$ cat src/rtl/ssp_pkg.sv
package ssp_pkg;

  // Word length in bits for a given base width and ninth-bit mode.
  function automatic int unsigned ssp_word_len(input logic nine, input int unsigned base_w);
    return nine ? base_w + 1 : base_w;
  endfunction

  // The port only runs from the external clock in synchronous mode.
  function automatic logic ssp_port_active(input logic port_en, input logic sync_mode,
                                           input logic clk_int);
    return port_en & sync_mode & ~clk_int;
  endfunction

endpackage

$ cat src/rtl/ssp_edge_sync.sv
module ssp_edge_sync #(
  parameter int unsigned STAGES = 2
) (
  input  logic clk,
  input  logic rst_n,
  input  logic pin_in,
  output logic pin_rise,
  output logic pin_fall
);
  localparam int unsigned SR_W = STAGES + 1;

  logic [SR_W-1:0] sr_q;
  logic            synced;
  logic            prev;

  always_ff @(posedge clk or negedge rst_n) begin
    if (!rst_n) sr_q <= '0;
    else        sr_q <= {sr_q[SR_W-2:0], pin_in};
  end

  assign synced   = sr_q[STAGES-1];
  assign prev     = sr_q[STAGES];
  assign pin_rise = synced & ~prev;
  assign pin_fall = ~synced & prev;

endmodule

$ cat src/rtl/ssp_tx_path.sv
module ssp_tx_path
  import ssp_pkg::*;
#(
  parameter int unsigned DATA_W = 8
) (
  input  logic              clk,
  input  logic              rst_n,
  input  logic              tx_run,
  input  logic              nine,
  input  logic              wr_valid,
  input  logic [DATA_W-1:0] wr_data,
  input  logic              wr_bit9,
  input  logic              sck_rise,
  input  logic              sck_fall,
  output logic              sd_out,
  output logic              sd_oe,
  output logic              tx_empty
);
  localparam int unsigned WORD_W = DATA_W + 1;
  localparam int unsigned CNT_W  = $clog2(WORD_W + 1);

  logic              hold_vld;
  logic [WORD_W-1:0] hold_word;
  logic              sh_busy;
  logic [WORD_W-1:0] sh_word;
  logic [CNT_W-1:0]  sh_idx;
  logic [CNT_W-1:0]  sh_last;
  logic              seen_rise;
  logic              empty_q;

  // Named internal events
  logic handoff;
  logic bit_adv;
  logic word_end;

  always_comb begin
    handoff  = hold_vld & ~sh_busy & tx_run;
    bit_adv  = sh_busy & tx_run & sck_fall & seen_rise;
    word_end = bit_adv & (sh_idx == sh_last);
  end

  // Holding register
  always_ff @(posedge clk or negedge rst_n) begin
    if (!rst_n) begin
      hold_vld  <= 1'b0;
      hold_word <= '0;
    end else if (wr_valid) begin
      hold_vld  <= 1'b1;
      hold_word <= {wr_bit9, wr_data};
    end else if (handoff) begin
      hold_vld  <= 1'b0;
    end
  end

  // Empty flag: a write clears it, a handoff sets it
  always_ff @(posedge clk or negedge rst_n) begin
    if (!rst_n)        empty_q <= 1'b1;
    else if (wr_valid) empty_q <= 1'b0;
    else if (handoff)  empty_q <= 1'b1;
  end

  // Shift register
  always_ff @(posedge clk or negedge rst_n) begin
    if (!rst_n) begin
      sh_busy   <= 1'b0;
      sh_word   <= '0;
      sh_idx    <= '0;
      sh_last   <= '0;
      seen_rise <= 1'b0;
    end else if (!tx_run) begin
      sh_busy   <= 1'b0;
      sh_idx    <= '0;
      seen_rise <= 1'b0;
    end else if (handoff) begin
      sh_busy   <= 1'b1;
      sh_word   <= hold_word;
      sh_idx    <= '0;
      sh_last   <= CNT_W'(ssp_word_len(nine, DATA_W) - 1);
      seen_rise <= 1'b0;
    end else if (sh_busy) begin
      if (bit_adv) begin
        seen_rise <= 1'b0;
        if (word_end) begin
          sh_busy <= 1'b0;
        end else begin
          sh_idx  <= sh_idx + 1'b1;
          sh_word <= {1'b0, sh_word[WORD_W-1:1]};
        end
      end else if (sck_rise) begin
        seen_rise <= 1'b1;
      end
    end
  end

  assign sd_out   = sh_word[0];
  assign sd_oe    = sh_busy & tx_run;
  assign tx_empty = empty_q;

  assert_empty_rise_on_handoff_R3: assert property (@(posedge clk) disable iff (!rst_n)
    $rose(empty_q) |-> $past(handoff));

  assert_idx_in_word_R2: assert property (@(posedge clk) disable iff (!rst_n)
    sh_busy |-> (sh_idx <= sh_last));

  assert_abort_empties_shifter_R7: assert property (@(posedge clk) disable iff (!rst_n)
    !tx_run |=> !sh_busy);

  assert_fall_needs_rise_R10: assert property (@(posedge clk) disable iff (!rst_n)
    (sh_busy && sck_fall && !seen_rise) |=> $stable(sh_word));

endmodule

$ cat src/rtl/ssp_rx_path.sv
module ssp_rx_path
  import ssp_pkg::*;
#(
  parameter int unsigned DATA_W = 8
) (
  input  logic              clk,
  input  logic              rst_n,
  input  logic              rx_run,
  input  logic              nine,
  input  logic              sd_in,
  input  logic              sck_rise,
  input  logic              rd_strobe,
  output logic [DATA_W-1:0] rd_data,
  output logic              rd_bit9,
  output logic              rx_full,
  output logic              rx_ovr
);
  localparam int unsigned WORD_W = DATA_W + 1;
  localparam int unsigned CNT_W  = $clog2(WORD_W + 1);

  logic [WORD_W-1:0] rsr_q;
  logic [CNT_W-1:0]  cnt_q;
  logic [WORD_W-1:0] buf_q;
  logic              full_q;
  logic              ovr_q;

  // Named internal events
  logic              take_bit;
  logic              word_done;
  logic              buf_load;
  logic [WORD_W-1:0] rsr_next;
  logic [CNT_W-1:0]  last_idx;

  // Right-justify a word gathered from the top of the shift register.
  function automatic logic [WORD_W-1:0] rx_align(input logic [WORD_W-1:0] r, input logic n);
    return n ? r : {1'b0, r[WORD_W-1:1]};
  endfunction

  always_comb begin
    last_idx  = CNT_W'(ssp_word_len(nine, DATA_W) - 1);
    take_bit  = rx_run & sck_rise;
    word_done = take_bit & (cnt_q == last_idx);
    buf_load  = word_done & ~ovr_q & ~full_q;
    rsr_next  = {sd_in, rsr_q[WORD_W-1:1]};
  end

  always_ff @(posedge clk or negedge rst_n) begin
    if (!rst_n) begin
      rsr_q <= '0;
      cnt_q <= '0;
    end else if (!rx_run) begin
      rsr_q <= '0;
      cnt_q <= '0;
    end else if (take_bit) begin
      rsr_q <= word_done ? '0 : rsr_next;
      cnt_q <= word_done ? '0 : cnt_q + 1'b1;
    end
  end

  always_ff @(posedge clk or negedge rst_n) begin
    if (!rst_n)        buf_q <= '0;
    else if (buf_load) buf_q <= rx_align(rsr_next, nine);
  end

  always_ff @(posedge clk or negedge rst_n) begin
    if (!rst_n)         full_q <= 1'b0;
    else if (buf_load)  full_q <= 1'b1;
    else if (rd_strobe) full_q <= 1'b0;
  end

  always_ff @(posedge clk or negedge rst_n) begin
    if (!rst_n)                    ovr_q <= 1'b0;
    else if (!rx_run)              ovr_q <= 1'b0;
    else if (word_done && full_q)  ovr_q <= 1'b1;
  end

  assign rd_data = buf_q[DATA_W-1:0];
  assign rd_bit9 = buf_q[DATA_W];
  assign rx_full = full_q;
  assign rx_ovr  = ovr_q;

  assert_ovr_keeps_buffer_R6: assert property (@(posedge clk) disable iff (!rst_n)
    ovr_q |=> $stable(buf_q));

  assert_completion_on_full_overruns_R6: assert property (@(posedge clk) disable iff (!rst_n)
    (word_done && full_q) |=> ovr_q);

  assert_read_clears_full_R4: assert property (@(posedge clk) disable iff (!rst_n)
    (rd_strobe && !buf_load) |=> !full_q);

endmodule

$ cat src/rtl/sync_slave_port.sv
module sync_slave_port
  import ssp_pkg::*;
#(
  parameter int unsigned DATA_W      = 8,
  parameter int unsigned SYNC_STAGES = 2
) (
  input  logic              clk,
  input  logic              rst_n,
  input  logic              cfg_port_en,
  input  logic              cfg_sync_mode,
  input  logic              cfg_clk_int,
  input  logic              cfg_tx_en,
  input  logic              cfg_rx_en,
  input  logic              cfg_tx_nine,
  input  logic              cfg_rx_nine,
  input  logic              cfg_tx_ie,
  input  logic              cfg_rx_ie,
  input  logic              wr_valid,
  input  logic [DATA_W-1:0] wr_data,
  input  logic              wr_bit9,
  input  logic              rd_strobe,
  output logic [DATA_W-1:0] rd_data,
  output logic              rd_bit9,
  output logic              st_tx_empty,
  output logic              st_rx_full,
  output logic              st_rx_ovr,
  output logic              irq_tx,
  output logic              irq_rx,
  input  logic              sck_in,
  input  logic              sd_in,
  output logic              sd_out,
  output logic              sd_oe
);
  logic port_active;
  logic tx_run;
  logic rx_run;
  logic sck_rise;
  logic sck_fall;

  assign port_active = ssp_port_active(cfg_port_en, cfg_sync_mode, cfg_clk_int);
  assign tx_run      = port_active & cfg_tx_en;
  assign rx_run      = port_active & cfg_rx_en;

  ssp_edge_sync #(.STAGES(SYNC_STAGES)) u_sck_sync (
    .clk      (clk),
    .rst_n    (rst_n),
    .pin_in   (sck_in),
    .pin_rise (sck_rise),
    .pin_fall (sck_fall)
  );

  ssp_tx_path #(.DATA_W(DATA_W)) u_tx (
    .clk      (clk),
    .rst_n    (rst_n),
    .tx_run   (tx_run),
    .nine     (cfg_tx_nine),
    .wr_valid (wr_valid),
    .wr_data  (wr_data),
    .wr_bit9  (wr_bit9),
    .sck_rise (sck_rise),
    .sck_fall (sck_fall),
    .sd_out   (sd_out),
    .sd_oe    (sd_oe),
    .tx_empty (st_tx_empty)
  );

  ssp_rx_path #(.DATA_W(DATA_W)) u_rx (
    .clk       (clk),
    .rst_n     (rst_n),
    .rx_run    (rx_run),
    .nine      (cfg_rx_nine),
    .sd_in     (sd_in),
    .sck_rise  (sck_rise),
    .rd_strobe (rd_strobe),
    .rd_data   (rd_data),
    .rd_bit9   (rd_bit9),
    .rx_full   (st_rx_full),
    .rx_ovr    (st_rx_ovr)
  );

  assign irq_tx = st_tx_empty & cfg_tx_ie;
  assign irq_rx = st_rx_full & cfg_rx_ie;

  assert_inactive_no_rx_load_R1: assert property (@(posedge clk) disable iff (!rst_n)
    !port_active |=> !$rose(st_rx_full));

  assert_inactive_line_released_R1: assert property (@(posedge clk) disable iff (!rst_n)
    !port_active |-> !sd_oe);

endmodule

$ cat config.mk
export PLATFORM = sky130hd
export DESIGN_NAME = sync_slave_port
export DESIGN_NICKNAME = d
export VERILOG_FILES = /design/src/rtl/ssp_pkg.sv /design/src/rtl/ssp_edge_sync.sv /design/src/rtl/ssp_tx_path.sv /design/src/rtl/ssp_rx_path.sv /design/src/rtl/sync_slave_port.sv
export SDC_FILE = /design/constraint.sdc
export NUM_CORES = 1
export LEC_CHECK = 0
export BUFFER_PORTS_ARGS = -buffer_cell sky130_fd_sc_hd__buf_4
export CORE_MARGIN = 4
export CORE_UTILIZATION = 50
export DETAILED_ROUTE_END_ITERATION = 10
export PLACE_DENSITY = 0.72
export SLEW_MARGIN = 20
export SYNTH_ARGS = -nofsm -noshare
export SYNTH_HDL_FRONTEND = slang
export SYNTH_SLANG_ARGS = --single-unit
$ cat constraint.sdc
create_clock -name clk -period 4 [get_ports clk]
set_input_delay 0.8 -clock clk [delete_from_list [all_inputs] [get_ports clk]]
set_output_delay 0.8 -clock clk [all_outputs]
set_load 0.02 [all_outputs]
==> run summary <==
most frequent cells in the layout - dfrtp_1 (53), buf_4 (39), mux2_2 (18)
Slew headroom - 41.30%
Max H-tree Level - 2
setup tns final - 0 ns
ANT nets after route - 0
reg2reg setup slack - 1.86 ns
initial DRC count - 72
share of the synthesized area in the top cell type - 53.51%
Die X - 78.41 µm
vias per cell - 5.396
# fillers - 400
die area - 0.006147 mm²
top_reg_cell synth - dfrtp_1
CP required - 3.20 ns
Final Wtd Congestion - 0.8208
period utilization - 59.04%
Total GRT Usage - 16.15%
RSZ-0062 raised after global routing - no
Initial DRT Pass Iterations - 4
clock slew at reported path FFs - 0.09 ns
root buf cell - clkbuf_8
PortBufs - 39
CP Data Arrival Time - 1.56 ns
Final Cell Area - 0.002918 mm²
FF/Latch Area - 0.001353 mm²
crit path kind - in -> out
Hold Crit Class - reg -> reg
Resized cells post-CTS - 0
vias - 1,662
WL met1 - 2.131 mm
Starting Density - 52.13%
Multi-input gate area - 0.001054 mm²
top post-synthesis cells by area - dfrtp_1 (54%), mux2_2 (8.2%), mux2_4 (4.8%)
postcts setup bufs - 0
fin util - 61.37%
Max Fanout on Critical Path - 4
DR WL/cell - 14.39 µm
CTS tree - built
Max-cap violations - 0
Hold Violations, Final - 0
# DRC - 0
first-pass GRT wire length - 7.914 mm
Pwr per Cell Area - 376.3 mW/mm²
Synth area leader - dfrtp_1
fin crit period - 2.361 ns
EDFF count, synth - 0
Layout Area Growth over Synthesis - 17.72%
vias in the first global route - 1,733
Area after DPL - 0.002805 mm²
Finish-stage setup viols - 0
sequential element share of the synthesized area - 54.57%
antenna diode instance count - 0
Detailed Place HPWL - 3.044 mm
Worst-Margin Slew - 0.8767 ns
worst min-delay path endpoint - u_sck_sync.sr_q[1]
FF-to-FF End - u_rx.buf_q[3]
worst vdd ir - 0.2633 mV
max frequency - 423.5 MHz
fraction of layout cells with a size suffix above 1 - 34.02%
R2R Path Start - u_rx.cnt_q[0]
asr flop ratio synth - 100.0%
Post-Syn Instances - 205
clock skew - 0.01073 ns
chip height - 78.41 µm
reg2reg path depth - 4
pin count of the biggest net entering global routing - 55
distinct cell type count after synthesis - 45
clock sink count - 54
FP Rows - 25
IO Pins - 40
outcome - completed
Worst Setup End Kind - output port
Pins Over Slew Limit - 0
Cell Area, Synth - 0.002479 mm²
Post-Route WL - 4.433 mm
Clk Latency, worst-skew pair - 0.31 ns
Met2 Routed Length - 2.079 mm
hold_buf cts - 0
Setup WS post-layout - 1.639 ns
initial antenna violation count - 0
Ys Warns - 0
Avg Cell Area, Syn - 12.09 µm²
Max Root-Sink Buffers - 2
top routing layer in use - met4
core area - 0.004755 mm²
commonest non-fill, non-tap cell in the layout - dfrtp_1
Met3 Wirelength - 181 µm
Num CTS Buffers - 5
hold path cells - 0
Post-Syn Nets - 231
pre-CTS setup slack - 1.342 ns
total grt overflow - 0
flops & latches, synth - 54
Leak - 1.351 nW
Critical Path Start Type - input port
Min-Delay Startpoint - u_sck_sync.sr_q[0]
Final nets - 267
[worst max-delay path, cell delays in order]
cell,delay (ns)
buf_4,0.11
and4b_1,0.31
and2_1,0.19
buf_4,0.15
[worst max-delay path by stage]
stage                 from            end  cells past startpoint  slack, ns
6_report       cfg_clk_int          sd_oe                      4       1.64
5_1_grt        cfg_clk_int  u_rx.buf_q[3]                      5       1.57
4_1_cts        cfg_clk_int          sd_oe                      4       1.64
3_5_place_dp   cfg_clk_int  u_rx.buf_q[2]                      5       1.34
3_3_place_gp   cfg_clk_int  u_rx.buf_q[7]                      5       1.40
2_1_floorplan  cfg_clk_int          sd_oe                      2       1.88
[flip-flops by register name, indices dropped and copies added (netlist names), 2 cells and up]
register         flops
u_rx.buf_q           9
u_rx.cnt_q           4
u_rx.rsr_q           8
u_sck_sync.sr_q      3
u_tx.hold_word       9
u_tx.sh_idx          4
u_tx.sh_last         2
u_tx.sh_word         9
[cell usage after synthesis, types with 2 or more instances]
library cell	number
a21o_1	2
a21oi_1	6
a22o_1	9
a31oi_1	9
and2_1	4
and3_1	2
buf_2	4
clkbuf_1	4
dfrtp_1	53
ha_1	2
inv_1	6
mux2_2	18
mux2_4	8
mux2i_1	2
nand2_1	8
nand3_1	11
nor2_1	14
o21ai_0	13
o21ai_1	2
o31ai_1	2
or4_1	2
[per-stage QoR]
stage / cells / hold WS, ns / power [mW]
floorplan: 205 / 0.3312 / 0.6857
global placement: 301 / 0.3433 / 0.7337
detailed placement: 301 / 0.3356 / 0.7387
CTS: 308 / 0.3567 / 1.113
global route: 308 / 0.3657 / 1.154
finish: 308 / 0.3529 / 1.098
[logic make-up (layout without fill, tap and decap cells)]
kind of cell | after synthesis | after routing | share of synthesized area, %
flops | 54 | 54 | 54.57
buf+inv | 16 | 52 | 2.927
xor+xnor | 2 | 2 | 0.7068
simple gates | 54 | 54 | 13.73
mux | 28 | 28 | 13.83
fa+ha+maj | 3 | 3 | 1.413
compound gates | 48 | 48 | 12.82
[per-layer routing]
layer / vias to the layer above / GRT usage (%)
li1: 811 / -
met5: - / 0
met3: 4 / 3.670
met2: 29 / 25.86
met1: 818 / 21.61
met4: 0 / 5.769
[power by group]
part           internal [mW]  switching, mW
sequential             0.585         0.0209
combinational         0.0530         0.0681
clock                  0.200          0.171
total                  0.838          0.260
[final cells by class]
type                    count  share of cell area (%)
well taps                  67                   2.873
clock inverters             1                   1.029
repair buffers             39                   10.03
clock buffers               6                   2.830
multi-input cells         135                   36.11
flip-flops and latches     54                   46.36
inverters                   6                  0.7719
(Power assumes the default switching activity.)
